`src/rtl/zone_sample_sequencer.sv`:
```
module zone_sample_sequencer #(
  parameter int LEN_W      = 3,
  parameter int NZ         = 5,
  parameter int NB         = 2,
  parameter int PCODE_MAX  = 10,
  parameter int BASE_SHIFT = 2
) (
  input  logic                  clk,
  input  logic                  rst_n,
  input  logic                  rtc_rise,
  input  logic                  rtc_fall,
  input  logic                  run,
  input  logic [3:0]            period_code,
  input  logic [2:0]            wake_sel,
  input  logic [NZ*LEN_W-1:0]   zone_len,
  input  logic [NB*4-1:0]       bias_zen,
  input  logic [NB-1:0]         bias_pol,
  input  logic [NB-1:0]         bias_ofs,
  input  logic [1:0]            bias_mode,
  output logic [2:0]            zone,
  output logic                  wake,
  output logic [NB-1:0]         bias_ext,
  output logic [NB-1:0]         bias_int
);

  localparam int PER_W = BASE_SHIFT + PCODE_MAX + 1;
  localparam logic [2:0] Z_IDLE = 3'd0, Z_W = 3'd1, Z_P = 3'd2, Z_A = 3'd3;
  localparam logic [3:0] CODE_SINGLE = 4'd14, CODE_CONSEC = 4'd15;

  function automatic logic [2:0] seek(input logic [2:0] from_z, input logic [NZ*LEN_W-1:0] lens);
    logic [2:0] r;
    r = Z_IDLE;
    for (int i = NZ - 1; i >= 0; i--)
      if ((i + 2) >= int'(from_z) && lens[i*LEN_W +: LEN_W] != '0) r = 3'(i + 2);
    return r;
  endfunction

  function automatic logic [LEN_W-1:0] len_of(input logic [2:0] z, input logic [NZ*LEN_W-1:0] lens);
    logic [LEN_W-1:0] r;
    r = '0;
    for (int i = 0; i < NZ; i++)
      if (int'(z) == i + 2) r = lens[i*LEN_W +: LEN_W];
    return r;
  endfunction

  logic [2:0]       zone_q, n_zone;
  logic [LEN_W-1:0] cnt_q, n_cnt;
  logic [PER_W-1:0] pcnt_q, n_pcnt, per_lim, pc_inc;
  logic             spent_q, n_spent, wake_q, n_wake;
  logic [2:0]       start_z, nxt_z, loop_z;
  logic [3:0]       pc_eff;
  logic             enter, end_ev, period_hit;

  assign pc_eff     = (period_code > 4'(PCODE_MAX)) ? 4'(PCODE_MAX) : period_code;
  assign per_lim    = PER_W'(1) << (pc_eff + 4'(BASE_SHIFT));
  assign pc_inc     = (&pcnt_q) ? pcnt_q : pcnt_q + PER_W'(1);
  assign period_hit = pcnt_q >= per_lim;
  assign start_z    = seek(Z_P, zone_len);
  assign nxt_z      = seek(zone_q + 3'd1, zone_len);
  assign loop_z     = (seek(Z_A, zone_len) != Z_IDLE) ? seek(Z_A, zone_len) : start_z;

  always_comb begin
    n_zone  = zone_q;
    n_cnt   = cnt_q;
    n_pcnt  = pcnt_q;
    n_spent = spent_q;
    enter   = 1'b0;
    end_ev  = 1'b0;
    case (zone_q)
      Z_IDLE: if (!spent_q) begin
        n_zone = (start_z == Z_IDLE) ? Z_W : start_z;
        n_pcnt = PER_W'(1);
        enter  = 1'b1;
      end
      Z_W: if (period_hit) begin
        n_zone = (start_z == Z_IDLE) ? Z_W : start_z;
        n_pcnt = PER_W'(1);
        enter  = 1'b1;
      end else n_pcnt = pc_inc;
      default: begin
        n_pcnt = pc_inc;
        if (cnt_q > LEN_W'(1)) n_cnt = cnt_q - LEN_W'(1);
        else if (nxt_z != Z_IDLE) begin
          n_zone = nxt_z;
          enter  = 1'b1;
        end else begin
          end_ev = 1'b1;
          if (wake_sel == 3'd7 || period_code == CODE_SINGLE) begin
            n_zone  = Z_IDLE;
            n_spent = 1'b1;
          end else if (period_code == CODE_CONSEC) begin
            n_zone = loop_z;
            enter  = 1'b1;
          end else if (period_hit) begin
            n_zone = start_z;
            n_pcnt = PER_W'(1);
            enter  = 1'b1;
          end else n_zone = Z_W;
        end
      end
    endcase
    if (enter) n_cnt = len_of(n_zone, zone_len);
    n_wake = (enter && wake_sel != 3'd0 && wake_sel <= 3'd5 && n_zone == wake_sel + 3'd1) ||
             (end_ev && wake_sel >= 3'd6);
  end

  always_ff @(posedge clk) begin
    if (!rst_n || !run) begin
      zone_q  <= Z_IDLE;
      cnt_q   <= '0;
      pcnt_q  <= '0;
      spent_q <= 1'b0;
      wake_q  <= 1'b0;
    end else begin
      wake_q <= rtc_rise & n_wake;
      if (rtc_rise) begin
        zone_q  <= n_zone;
        cnt_q   <= n_cnt;
        pcnt_q  <= n_pcnt;
        spent_q <= n_spent;
      end
    end
  end

  assign zone = zone_q;
  assign wake = wake_q;

  for (genvar k = 0; k < NB; k++) begin : g_bias
    logic [7:0] zmap;
    logic       raw_cur, raw_nxt, ofs_q, act;
    assign zmap    = {2'b00, bias_zen[k*4 +: 4], 2'b00};
    assign raw_cur = zmap[zone_q];
    assign raw_nxt = zmap[n_zone];
    always_ff @(posedge clk) begin
      if (!rst_n || !run) ofs_q <= 1'b0;
      else if (rtc_rise)  ofs_q <= ofs_q & raw_nxt;
      else if (rtc_fall)  ofs_q <= raw_cur & raw_nxt;
    end
    assign act         = bias_ofs[k] ? ofs_q : raw_cur;
    assign bias_ext[k] = ~bias_pol[k] ^ (bias_mode[0] & act);
    assign bias_int[k] = ~bias_pol[k] ^ (bias_mode[1] & act);
  end

endmodule


```
`config.mk`:
```
export PLATFORM = sky130hd
export DESIGN_NAME = zone_sample_sequencer
export DESIGN_NICKNAME = d
export VERILOG_FILES = /design/src/rtl/zone_sample_sequencer.sv
export SDC_FILE = /design/constraint.sdc
export NUM_CORES = 1
export LEC_CHECK = 0
export ABC_AREA = 1
export CORE_ASPECT_RATIO = 0.9
export CORE_MARGIN = 10
export CORE_UTILIZATION = 58
export CTS_CLUSTER_DIAMETER = 50
export DETAILED_ROUTE_END_ITERATION = 8
export GPL_TIMING_DRIVEN = 0
export PLACE_DENSITY_LB_ADDON = 0.15
export SETUP_SLACK_MARGIN = 0.4
export SYNTH_ARGS = -nofsm -noshare
export SYNTH_HDL_FRONTEND = slang
export SYNTH_SLANG_ARGS = --single-unit
```
`constraint.sdc`:
```
create_clock -name clk -period 6.42 [get_ports clk]
set_input_delay 1.284 -clock clk [delete_from_list [all_inputs] [get_ports clk]]
set_output_delay 1.284 -clock clk [all_outputs]
set_load 0.01 [all_outputs]
```
; ---- Word-level counts from Yosys, hierarchy flattened
; Index checks and enable logic that the tools add are counted.
[word_totals]
reg_bits = 23
input_bits = 41
out_inout_bits = 8
elab_cells = 147
[classes]
addsub = 5
n_lt_le_gt_ge = 12
n_eq_ne = 12
shift = 1
muxes = 61
bitwise = 18
n_reduce_logical = 31
[ops]
columns = op, count
row1 = 13-bit 2-to-1 mux, 7
row2 = 3-bit 2-to-1 mux, 27
row3 = 13-bit case mux with 2 select lines, 1
row4 = 3-bit nonzero test, 8
row5 = 1-bit 2-to-1 mux, 19
row6 = "3-bit == test, second input constant", 5
row7 = "13-bit by 1-bit adder with 13-bit output, second input constant", 1
row8 = 13-bit greater-or-equal comparator, 1
row9 = 13-bit AND reduction, 1
row10 = "1-bit by 4-bit << shifter with 13-bit output, first input constant", 1
row11 = 1-bit binary-select mux with 3-bit select, 4
row12 = 1-bit AND, 9
row13 = "3-bit greater-or-equal comparator, first input constant", 3
row14 = 1-bit logical AND, 9
row15 = "4-bit == test, second input constant", 2
row16 = "3-bit by 4-bit < comparator with 1-bit output, second input constant", 2
row17 = "3-bit by 1-bit adder with 3-bit output, second input constant", 2
row18 = "2-bit by 3-bit greater-or-equal comparator with 1-bit output, first input constant", 2
row19 = 3-bit zero test, 2
row20 = 3-bit case mux with 2 select lines, 1
row21 = 1-bit inverter, 5
row22 = 5-bit AND reduction, 1
row23 = "4-bit by 2-bit adder with 4-bit output, second input constant", 1
row24 = "4-bit greater-than comparator, second input constant", 1
row25 = 18 further kinds, 25

; ---- Longest topological paths before layout
; Gate-level depths: netlist (run 1).
[logic_depth]
ltp_word = 19
mapped_depth = 24
ltp_nobuf = 24

; ---- Least setup slack after synthesis (run 1)
; No wires, ideal clock.
[synth_path]
path_type = input to register
startpoint = input port period_code[3]
endpoint = register wake_q (netlist: wake)
setup_time_ns = 0.070
t_arrival_ns = 3.897
t_required_ns = 6.350
setup_slack_ns = 2.454
cell_stages = 23
path_buffers = 1
path_cell_list = inv_1 -> nand2_1 -> inv_1 -> ha_1 -> xor2_1 -> nand4_1 -> ha_1 -> nand2_1 -> nor2_1 -> inv_1 -> nor3_1 -> nand2_1 -> nand2_2 -> nor2_1 -> nand2_1 -> nand3_1 -> inv_1 -> nand2_2 -> buf_6 -> xor2_1 -> nor2_1 -> nand4_1 -> a21oi_1
[synth_via]
elab_chain_len = 16
elab_cells_between_ends = 27
cone_classes = 1 x add/sub / 2 x order compare / 3 x eq/ne / 1 x shift / 14 x mux / 1 x bitwise / 5 x reduce/logical
[synth_lines]
columns = item, line_no
row1 = from (decl), 13  ; input logic [3:0] period_code,
row2 = "parallel branches: the longest is 13 deep, another holds 13-bit greater-or-equal comparator", --
row3 = 1-bit logical AND (*), 103  ; n_wake = (enter && wake_sel != 3'd0 && wake_sel <= 3'd5 && n_zone == wake_sel + 3'd1) ||
row4 = 1-bit logical OR (*), 103
row5 = 1-bit AND (*), 115  ; wake_q <= rtc_rise & n_wake;
row6 = to (signal assigned), 115
row7 = to (decl), 49  ; logic spent_q, n_spent, wake_q, n_wake;
; Every way passes the cells marked *.
; A chain may end at the register's enable or synchronous reset.

; ---- Final worst setup path (run 1)
[layout_path]
startpoint = input port period_code[3]
endpoint = register cnt_q[2]
[layout_via]
elab_chain_len = 18
elab_cells_between_ends = 35
cone_classes = 1 x add/sub / 2 x order compare / 8 x eq/ne / 1 x shift / 20 x mux / 3 x reduce/logical
[layout_lines]
columns = item, line_no
row1 = 4-bit greater-than comparator, 54  ; assign pc_eff = (period_code > 4'(PCODE_MAX)) ? 4'(PCODE_MAX) : period_code;
row2 = 4-bit 2-to-1 mux, 54
row3 = 4-bit by 2-bit adder with 4-bit output, 55  ; assign per_lim = PER_W'(1) << (pc_eff + 4'(BASE_SHIFT));
row4 = 1-bit by 4-bit << shifter with 13-bit output, 55
row5 = 13-bit greater-or-equal comparator, 57  ; assign period_hit = pcnt_q >= per_lim;
row6 = 3-bit 2-to-1 mux, 94  ; end else if (period_hit) begin
row7 = 3-bit 2-to-1 mux, 91  ; end else if (period_code == CODE_CONSEC) begin
row8 = 3-bit 2-to-1 mux, 88  ; if (wake_sel == 3'd7 || period_code == CODE_SINGLE) begin
row9 = 3-bit 2-to-1 mux, 83  ; else if (nxt_z != Z_IDLE) begin
row10 = 3-bit 2-to-1 mux, 82  ; if (cnt_q > LEN_W'(1)) n_cnt = cnt_q - LEN_W'(1);
row11 = 3-bit case mux with 2 select lines, 69  ; case (zone_q)
row12 = 3-bit == test, 42  ; if (int'(z) == i + 2) r = lens[i*LEN_W +: LEN_W];
row13 = 3-bit 2-to-1 mux (5 in series), 42
row14 = 3-bit 2-to-1 mux, 102  ; if (enter) n_cnt = len_of(n_zone, zone_len);
row15 = to (signal assigned), 118  ; cnt_q <= n_cnt;
row16 = to (decl), 47  ; logic [LEN_W-1:0] cnt_q, n_cnt;
; Parallel ways exist; a longest one is shown, timed or not.

==> out/results.tsv, run 1 <==
stage	metric	value	unit
logic_synthesis	synthSimpleGateAreaFrac	43.2	%
die	die_h	85.3	um
power_and_ir_drop	ir_drop	0.000143	V
cts	cts.path.max_buffers	2	
cts	post_cts_buffers	0	
setup_path	cp-end-kind	flop	
logic_synthesis	synth-edff-count	0	
sta	fin_hold_ws	482	ps
sta	worst_slew_pin_slew	596	ps
logic_synthesis	async_flop_share	0	%
sta	maxSlewViolCount	0	
die	pin_count	49	
logic_synthesis	synth_seq_cells	23	
cts	cts-htree-levels	1	
logic_synthesis	synth_xor_area_share	5.10	%
place	place.port_buffers	47	
place	routabilityCongestion	0.916	
layout	diodes	0	
global_route	grt_usage	18.5	%
route	drt-total-wl	7.42	mm
sta	final.min_clock_period	4980	ps
route	first_iter_violations	194	
cts	cts_sinks	23	
power_and_ir_drop	p_sw	176	uW
layout	multi_input_area	0.00198	sq mm
power_and_ir_drop	power_leakage	1.58	nW
min_path	hold_depth	2	
cts	cts_buffers	3	
power_and_ir_drop	clkPwrFrac	21.7	%
min_path	hp-class	flop to flop	
global_route	grt_pass1_vias	2863	
logic_synthesis	synth_compound_area_share	12.8	%
cts	cts_hold_buf	0	
power_and_ir_drop	cell_internal_pwr	271	uW
sta	setup_violations	0	
sta	fin_crit_sh	77.5	%
sta	finalClockSkew	1.62	ps
route	vias_per_cell	5.39	
global_route	grt_antenna_before_repair	0	
sta	fmax	0.201	GHz
run_status	status	finished, final reports clean	
logic_synthesis	yosysUniqueCellTypes	39	
cts	insertion_delay	270	ps
logic_synthesis	syn_nets	520	
setup_path	worstPathRequired	6630	ps
global_route	grt_max_degree	15	
power_and_ir_drop	power.sequential.fraction	33.6	%
sta	finalSetupTns	0	ps
die	dieArea	0.00789	sq mm
logic_synthesis	synth_area_leader_cell	dfxtp_1	
die	fp-row-count	23	
setup_path	crit_fanout	7	
place	place_area	0.00330	sq mm
logic_synthesis	syn_avg_cell_area	6.04	sq um
route	num_vias	3063	
global_route	grt_pass1_wl	12.6	mm
logic_synthesis	synth_area	0.00275	sq mm
route	drc	0	
global_route	grt_overflow_total	0	
logic_synthesis	postSynthCellCount	455	
cts	cts_root_buf	clkbuf_8	
logic_synthesis	ys.warnings.count	0	
cts	cts_tree	yes	
setup_path	critPathLaunch	period_code[3]	
die	placeableCoreArea	0.00452	sq mm
power_and_ir_drop	p_per_area	134	mW/mm^2
sta	relSlewSlack	60.0	%
min_path	holdCritStartpoint	g_bias[1].ofs_q	
layout	n_fill_cell	412	
cts	post_cts_resized	0	
power_and_ir_drop	netSwitchingFraction	39.3	%
logic_synthesis	synth_area_leaders	dfxtp_1, nand2_1, ha_1, inv_1, nand3_1	
setup_path	arrival	5190	ps
layout	final_area	0.00334	sq mm
logic_synthesis	yosysTopAreaCellShare	16.8	%
logic_synthesis	muxShareOfSynthArea	0	%
setup_path	rrSetupSlack	3470	ps
die	die_x	92.6	um
logic_synthesis	synthAdderAreaFrac	10.9	%
setup_path	rr_worst_depth	14	
place	dp_hpwl	6.20	mm
setup_path	r2r_start	zone[0]	
layout	layout.nets	572	
logic_synthesis	synth-seq-area-share	16.8	%
route	firstDrtPassIters	7	
sta	finalHoldViolCount	0	
route	wl_per_cell	13.1	um
die	initial_core_util	60.8	%
min_path	min_to	g_bias[1].ofs_q	
power_and_ir_drop	combinationalPowerShare	44.8	%
layout	drive_gt1_share	6.72	%
setup_path	start_kind	primary input	
layout	area_growth	21.7	%
setup_path	worstReg2RegEnd	pcnt_q[10]	
logic_synthesis	synth_top_family_by_area	simple AND/OR/NAND/NOR gates	
setup_path	path_class	primary input to flop	
sta	rsz0062_at_grt	no	
logic_synthesis	synth_flop_cell	dfxtp_1	
cts	clkTransAtPathRegs	90	ps
job	drv_cap	0	
layout	seqCellArea	460	sq um
route	antenna_left	0	
==> registers in the layout (all words and copies together), names as in the netlist <==
register and count:
wake 1, zone 3, cnt_q 3, pcnt_q 13, g_bias.ofs_q 2, spent_q 1
==> routing by layer <==
layer  wire, um  part of all wire, %  GRT usage [%]  vias up
met1       3370                   45           23.5     1359
met4         63                 0.85           3.22        0
met2       3360                   45           30.2      100
met3        631                  8.5           5.99       13
li1           -                    -              -     1591
met5          0                    0              0        -
==> per-stage QoR <==
stage	power (mW)	instances	utilization (%)	worst slack, ps
6_report	0.447	568	74.0	1440
5_1_grt	0.480	568	74.0	925
4_1_cts	0.446	568	74.0	1460
3_5_place_dp	0.350	564	72.9	1210
3_3_place_gp	0.346	564	72.9	1370
2_1_floorplan	0.285	455	-	2450
==> final cells by class <==
class	instances	share of cell area [%]
clock inverter	1	0.224
sequential	23	13.8
multi-input combinational	357	59.2
inverter	70	7.93
timing repair buffer	47	14.1
buffer	5	1.27
clock buffer	3	1.23
tap	62	2.32
==> cell usage after synthesis (4+ instances only) <==
cell type    n
a21oi_1     25
dfxtp_1     23
ha_1        24
inv_1       65
inv_2        4
nand2_1    100
nand2_2     10
nand3_1     48
nand4_1     16
nor2_1      61
nor3b_1      4
o21ai_0     24
o21bai_1     5
xor2_1      13
==> power groups by stage <==
stage                     Sequential, mW  Combinational (mW)  Clock, mW
after floorplan                    0.153               0.133          0
after global placement             0.153               0.192          0
after detailed placement           0.153               0.197          0
after CTS                          0.150               0.198     0.0973
after global routing               0.151               0.226      0.103
final                              0.150               0.200     0.0969
==> cells in the final DEF, fill, tap and decap left out, types with 2 or more instances in the layout <==
cell type	count
nand2_1	100
nor2_2	2
nor3b_1	4
nand4_1	16
nor2_1	61
clkbuf_8	3
nor3_1	2
o21bai_1	5
nand3_2	3
inv_1	65
dfxtp_1	23
o22ai_1	2
inv_2	4
xor2_1	13
clkdlybuf4s50_1	47
ha_1	24
xnor2_1	3
a21oi_1	25
nand3_1	48
o21ai_0	24
nand2_2	10
nand3_4	2
==> worst max-delay path, stage by stage <==
cell and delay [ps]:
clkdlybuf4s50_1 510, inv_1 90, nand2_1 190, inv_1 100, ha_1 240, xor2_1 330
nand4_1 200, ha_1 340, nand2_1 70, nor2_1 150, inv_1 80, nor3_1 160
nand2_1 130, nand2_2 150, nor2_1 70, nand2_1 60, nand3_1 120, a21oi_1 420
nand4_1 150, nand3_1 130, o21bai_1 80, a21oi_1 120
==> logic make-up (layout without fill, tap and decap cells) <==
logic type / count (synthesis) / in the layout
buffers and inverters: 75 / 126
and+or+nand+nor: 253 / 253
DFF: 23 / 23
adders and majority gates: 24 / 24
xor gates and xnor gates: 16 / 16
AOI/OAI and AO/OA: 64 / 64
==> worst max-delay path by stage <==
stage,to,slack (ps),depth (start not counted)
final,cnt_q[2],1440,22
after detailed placement,g_bias[0].ofs_q,1210,23
after global placement,g_bias[0].ofs_q,1370,23
after CTS,cnt_q[2],1460,22
after floorplan,wake,2450,23
after global routing,cnt_q[2],920,22
(Power assumes the default switching activity.)
==> run 2, diff against run 1 <==
- CORE_UTILIZATION: 58 -> 54
- clock period: 6.42 -> 4.8 ns (I/O delays scaled with it)
==> run 2 against run 1 <==
Clock power grew 38%; core utilization shrank 3.3 points; count of clock-buffer cells in the layout is the same; critical endpoint unchanged; largest cell class unchanged.
==> out/results.tsv, run 2 (same netlist as run 1, synthesis figures left out) <==
stage	metric	value	unit
place	dp_hpwl	6.18	mm
layout	final_cell_mix	nand2_1, inv_1, nor2_1, nand3_1, clkdlybuf4s50_1	
job	drv_cap	0	
die	fp-row-count	24	
place	place.port_buffers	47	
power_and_ir_drop	power_leakage	1.62	nW
route	num_vias	3231	
global_route	grt_antenna_before_repair	0	
cts	clkTransAtPathRegs	100	ps
cts	cts-htree-levels	1	
sta	setup_violations	0	
layout	layout_commonest_cell	nand2_1	
layout	multi_input_area	0.00207	sq mm
route	firstDrtPassIters	5	
die	pin_count	49	
layout	layout.nets	575	
die	dieArea	0.00835	sq mm
route	drc	0	
cts	cts_hold_buf	0	
die	die_h	87.7	um
setup_path	arrival	4510	ps
power_and_ir_drop	combinationalPowerShare	46.8	%
route	antenna_left	0	
global_route	grt_pass1_wl	12.7	mm
sta	setup_ws	464	ps
route	wl_per_cell	13.9	um
sta	finalHoldViolCount	0	
global_route	grt_max_degree	15	
die	placeableCoreArea	0.00489	sq mm
route	vias_per_cell	5.63	
sta	rsz0062_at_grt	no	
sta	fin_crit_sh	90.3	%
setup_path	crit_fanout	10	
setup_path	start_kind	primary input	
power_and_ir_drop	clkPwrFrac	21.3	%
layout	layout.cells.non_filler	574	
place	routabilityCongestion	0.899	
setup_path	cp-end-kind	flop	
layout	largest_register	pcnt_q	
cts	insertion_delay	280	ps
power_and_ir_drop	p_per_area	182	mW/mm^2
die	die_x	95.2	um
layout	seqCellArea	460	sq um
sta	final.min_clock_period	4340	ps
power_and_ir_drop	cell_internal_pwr	375	uW
layout	n_fill_cell	432	
cts	cts_sinks	23	
power_and_ir_drop	ir_drop	0.000138	V
sta	maxSlewViolCount	0	
place	dp.cells	567	
global_route	grt_pass1_vias	2824	
cts	cts.path.max_buffers	2	
cts	cts_tree	yes	
sta	relSlewSlack	62.3	%
setup_path	path_class	primary input to flop	
setup_path	worstPathRequired	4980	ps
power_and_ir_drop	p_sw	255	uW
min_path	hp-class	flop to flop	
layout	largest_register_ffs	13	
sta	fmax	0.231	GHz
route	drt-total-wl	7.97	mm
layout	area_growth	26.0	%
route	first_iter_violations	222	
layout	diodes	0	
cts	cts_root_buf	clkbuf_8	
global_route	grt_usage	18.4	%
run_status	status	finished, final reports clean	
die	initial_core_util	56.1	%
power_and_ir_drop	power.sequential.fraction	31.9	%
sta	finalClockSkew	6.24	ps
place	post-place-ws	63.8	ps
global_route	grt_overflow_total	0	
power_and_ir_drop	netSwitchingFraction	40.5	%
sta	finalSetupTns	0	ps
layout	drive_gt1_share	10.0	%
cts	cts_buffers	3	
sta	worst_slew_pin_slew	561	ps
run 2: changes by cell type in the layout (fill, tap and decap cells not counted), sizes merged:
cell / delta
buf: +3
clkdlybuf4s50: -2
dlymetal6s2s: +2
run 2: worst max-delay path, stage by stage:
cell and delay (ps):
clkdlybuf4s50_1 510, nand2_2 110, nand2_4 120, ha_4 190
xor2_4 190, nand4_1 160, ha_1 330, nand2_1 90
nor2_2 150, inv_1 90, nor3_1 170, nand2_1 180
buf_4 180, nand3_1 80, nand3_1 80, nand3_1 130
nand3_4 160, buf_8 180, nand4_1 80, nand3_1 100
o21bai_1 170, a21oi_1 80
run 2: power by group through the flow:
stage / Combinational (mW) / Sequential, mW / Clock, mW
2_1_floorplan: 0.177 / 0.204 / 0
3_3_place_gp: 0.258 / 0.205 / 0
3_5_place_dp: 0.263 / 0.205 / 0
4_1_cts: 0.269 / 0.201 / 0.136
5_1_grt: 0.326 / 0.202 / 0.143
6_report: 0.295 / 0.201 / 0.134
run 2: final cells by class:
type | instances | share of cell area [%]
Clock buffer | 3 | 1.19
Tap cell | 65 | 2.35
Timing Repair Buffer | 50 | 14.4
Clock inverter | 1 | 0.217
Sequential cell | 23 | 13.3
Inverter | 70 | 7.66
Buffer | 5 | 1.23
Multi-Input combinational cell | 357 | 59.7
run 2: path summary, 6_finish.rpt:
path	slack [ps]	startpoint	end	cells past startpoint
max	460	period_code[2]	cnt_q[2]	22
min	470	g_bias[0].ofs_q	g_bias[0].ofs_q	2
max reg2reg	1920	zone[0]	cnt_q[2]	18
min reg2reg	470	g_bias[0].ofs_q	g_bias[0].ofs_q	2
run 2: per-layer routing:
metal / up-vias / GRT usage [%] / wire length, um / share of wire, %
li1: 1596 / - / - / -
met1: 1475 / 23.5 / 3500 / 44
met2: 151 / 30.5 / 3670 / 46
met3: 9 / 4.70 / 759 / 9.5
met4: 0 / 3.40 / 51 / 0.64
met5: - / 0 / 0 / 0
run 2: metrics by stage:
step	hold slack, ps	utilization [%]	instance area (sq um)	total power, mW
final	471	70.7	3460	0.630
after global routing	500	70.7	3460	0.671
after CTS	474	68.8	3370	0.606
after detailed placement	459	67.4	3300	0.468
after global placement	453	67.4	3300	0.463
after floorplan	443	-	2750	0.382
run 2: what timing repair did:
| item | 4_1_cts | 5_1_grt |
|---|---|---|
| endpoints found under the setup margin | 16 | 17 |
| resized for setup | 5 | 17 |
| pin swaps | 0 | 3 |
| setup buffers | 0 | 3 |
| endpoints found under the hold margin | 0 | 0 |
==> run 3, diff against run 2 <==
- CORE_UTILIZATION: 54 -> 58
- clock period: 4.8 -> 5.5 ns (I/O delays scaled with it)
==> run 3 against run 2 <==
First-iteration DRC count fell by 23%; core utilization up 3.8 points; clock power decreased by 16%; critical path depth decreased by 3; sequential cell count unchanged.
==> out/results.tsv, run 3 (same netlist as run 1, synthesis figures left out) <==
stage	metric	value	unit
sta	rsz0062_at_grt	no	
route	firstDrtPassIters	5	
setup_path	critPathSlowestCell	clkdlybuf4s50_1	
setup_path	crit_path_max_incr_delay	540	ps
route	top_layer_used	met4	
place	place.port_buffers	47	
power_and_ir_drop	p_per_area	156	mW/mm^2
die	placeableCoreArea	0.00452	sq mm
cts	cts_root_buf	clkbuf_8	
route	wl_per_cell	13.1	um
setup_path	rr_worst_depth	14	
sta	fin_crit_sh	85.2	%
die	die_x	92.6	um
cts	cts-htree-levels	1	
route	wl_met2	3.36	mm
layout	layout_commonest_cell	nand2_1	
layout	layout.nets	572	
layout	area_growth	22.5	%
route	met1_length	3.38	mm
global_route	grt_pass1_wl	12.6	mm
cts	post_cts_resized	0	
cts	post_cts_buffers	0	
place	routabilityCongestion	0.916	
route	antenna_left	0	
layout	final_cell_mix	nand2_1, inv_1, nor2_1, nand3_1, clkdlybuf4s50_1	
cts	cts.path.max_buffers	2	
layout	diodes	0	
setup_path	crit_path_end	pcnt_q[10]	
cts	cts_tree	yes	
route	drt-total-wl	7.45	mm
cts	insertion_delay	270	ps
setup_path	worstPathRequired	5660	ps
layout	largest_register_ffs	13	
route	num_vias	3050	
cts	cts_buffers	3	
die	pin_count	49	
sta	setup_violations	0	
sta	worst_slew_pin_slew	585	ps
setup_path	cp-end-kind	flop	
route	drc	0	
die	fp-row-count	23	
die	initial_core_util	60.8	%
sta	finalClockSkew	1.36	ps
cts	clkTransAtPathRegs	90	ps
power_and_ir_drop	power_leakage	1.58	nW
die	dieArea	0.00789	sq mm
setup_path	critPathLaunch	period_code[3]	
min_path	hp-class	flop to flop	
global_route	grt_pass1_vias	2863	
route	vias_per_cell	5.37	
setup_path	path_cells	clkdlybuf4s50_1, nand2_1, nand2_1, ha_2, xor2_2, nand4_1, ha_1, nand2_1, nor2_1, inv_1, nor3_1, nand2_1, nand2_2, nand4_1, inv_1, nor2_1, o31ai_1, buf_2, a211oi_1	
run_status	status	finished, final reports clean	
place	dp.cells	564	
die	die_h	85.3	um
setup_path	crit_top_cell	nand2_1	
setup_path	crit_fanout	10	
global_route	grt_usage	18.5	%
route	wl_met3	643	um
setup_path	path_class	primary input to flop	
place	dp_hpwl	6.20	mm
layout	layout.cells.non_filler	568	
cts	cts_sinks	23	
job	drv_cap	0	
sta	maxSlewViolCount	0	
setup_path	r2r_start	zone[0]	
layout	largest_register	pcnt_q	
sta	fmax	0.213	GHz
sta	finalHoldViolCount	0	
setup_path	arrival	4840	ps
setup_path	start_kind	primary input	
min_path	hold_depth	2	
sta	relSlewSlack	60.7	%
cts	cts_hold_buf	0	
place	place_area	0.00330	sq mm
power_and_ir_drop	p_total	525	uW
layout	drive_gt1_share	7.51	%
global_route	grt_max_degree	15	
sta	fin_hold_ws	487	ps
global_route	grt_antenna_before_repair	0	
power_and_ir_drop	ir_drop	0.000168	V
sta	final.min_clock_period	4690	ps
layout	final_area	0.00337	sq mm
sta	finalSetupTns	0	ps
setup_path	worstReg2RegEnd	pcnt_q[10]	
route	first_iter_violations	171	
setup_path	rrSetupSlack	2530	ps
global_route	grt_overflow_total	0	
==> run 3: cell types whose count changed in the layout (fill, tap and decap cells not counted), moves of 2 or more <==
cell	previous run	this run
buf_4	4	1
clkdlybuf4s50_1	45	47
dlymetal6s2s_1	2	0
inv_1	63	65
inv_2	6	4
nand2_1	97	99
nand2_4	3	1
nand3_1	46	48
nand3_2	5	3
nor2_1	59	61
==> run 3: per-layer routing <==
| layer | vias to the layer above | GRT usage [%] |
|---|---|---|
| li1 | 1589 | - |
| met1 | 1337 | 23.5 |
| met2 | 115 | 30.2 |
| met3 | 9 | 5.99 |
| met4 | 0 | 3.22 |
| met5 | - | 0 |
==> run 3: worst min-delay path by stage <==
stage                                from               to  slack, ps
after floorplan           g_bias[0].ofs_q  g_bias[0].ofs_q        440
after global placement    g_bias[1].ofs_q  g_bias[1].ofs_q        450
after detailed placement  g_bias[1].ofs_q  g_bias[1].ofs_q        470
after CTS                 g_bias[1].ofs_q  g_bias[1].ofs_q        480
after global routing      g_bias[1].ofs_q  g_bias[1].ofs_q        510
final                     g_bias[1].ofs_q  g_bias[1].ofs_q        490
==> run 3: stage by stage <==
step / util (%) / worst slack, ps
after floorplan: - / 1720
final: 74.5 / 814
after detailed placement: 72.9 / 472
after CTS: 74.0 / 726
after global placement: 72.9 / 638
after global routing: 74.5 / 427
==> run 3: cell type report <==
| cell class | instances | area, sq um |
|---|---|---|
| Fill cell | 406 | 1150 |
| Buffer | 5 | 42.5 |
| Clock buffer | 3 | 41.3 |
| Tap cell | 62 | 77.6 |
| Sequential cell | 23 | 460 |
| Timing Repair Buffer | 47 | 470 |
| Clock inverter | 1 | 7.51 |
| Inverter | 70 | 265 |
| Multi-Input combinational cell | 357 | 2000 |
==> run 3: worst max-delay path: cells and delay by family <==
kind	cells	cell delay, ps
AOI/OAI and AO/OA	2	510
xor gates and xnor gates	1	250
adders and majority gates	2	600
buffers and inverters	4	1050
and+or+nand+nor	10	1330
==> run 3: power breakdown <==
group,switching [mW],internal [mW],leakage [nW]
registers,0.00525,0.170,0.186
clock network,0.0620,0.0515,0.0217
logic,0.140,0.0963,1.37
total,0.207,0.318,1.58
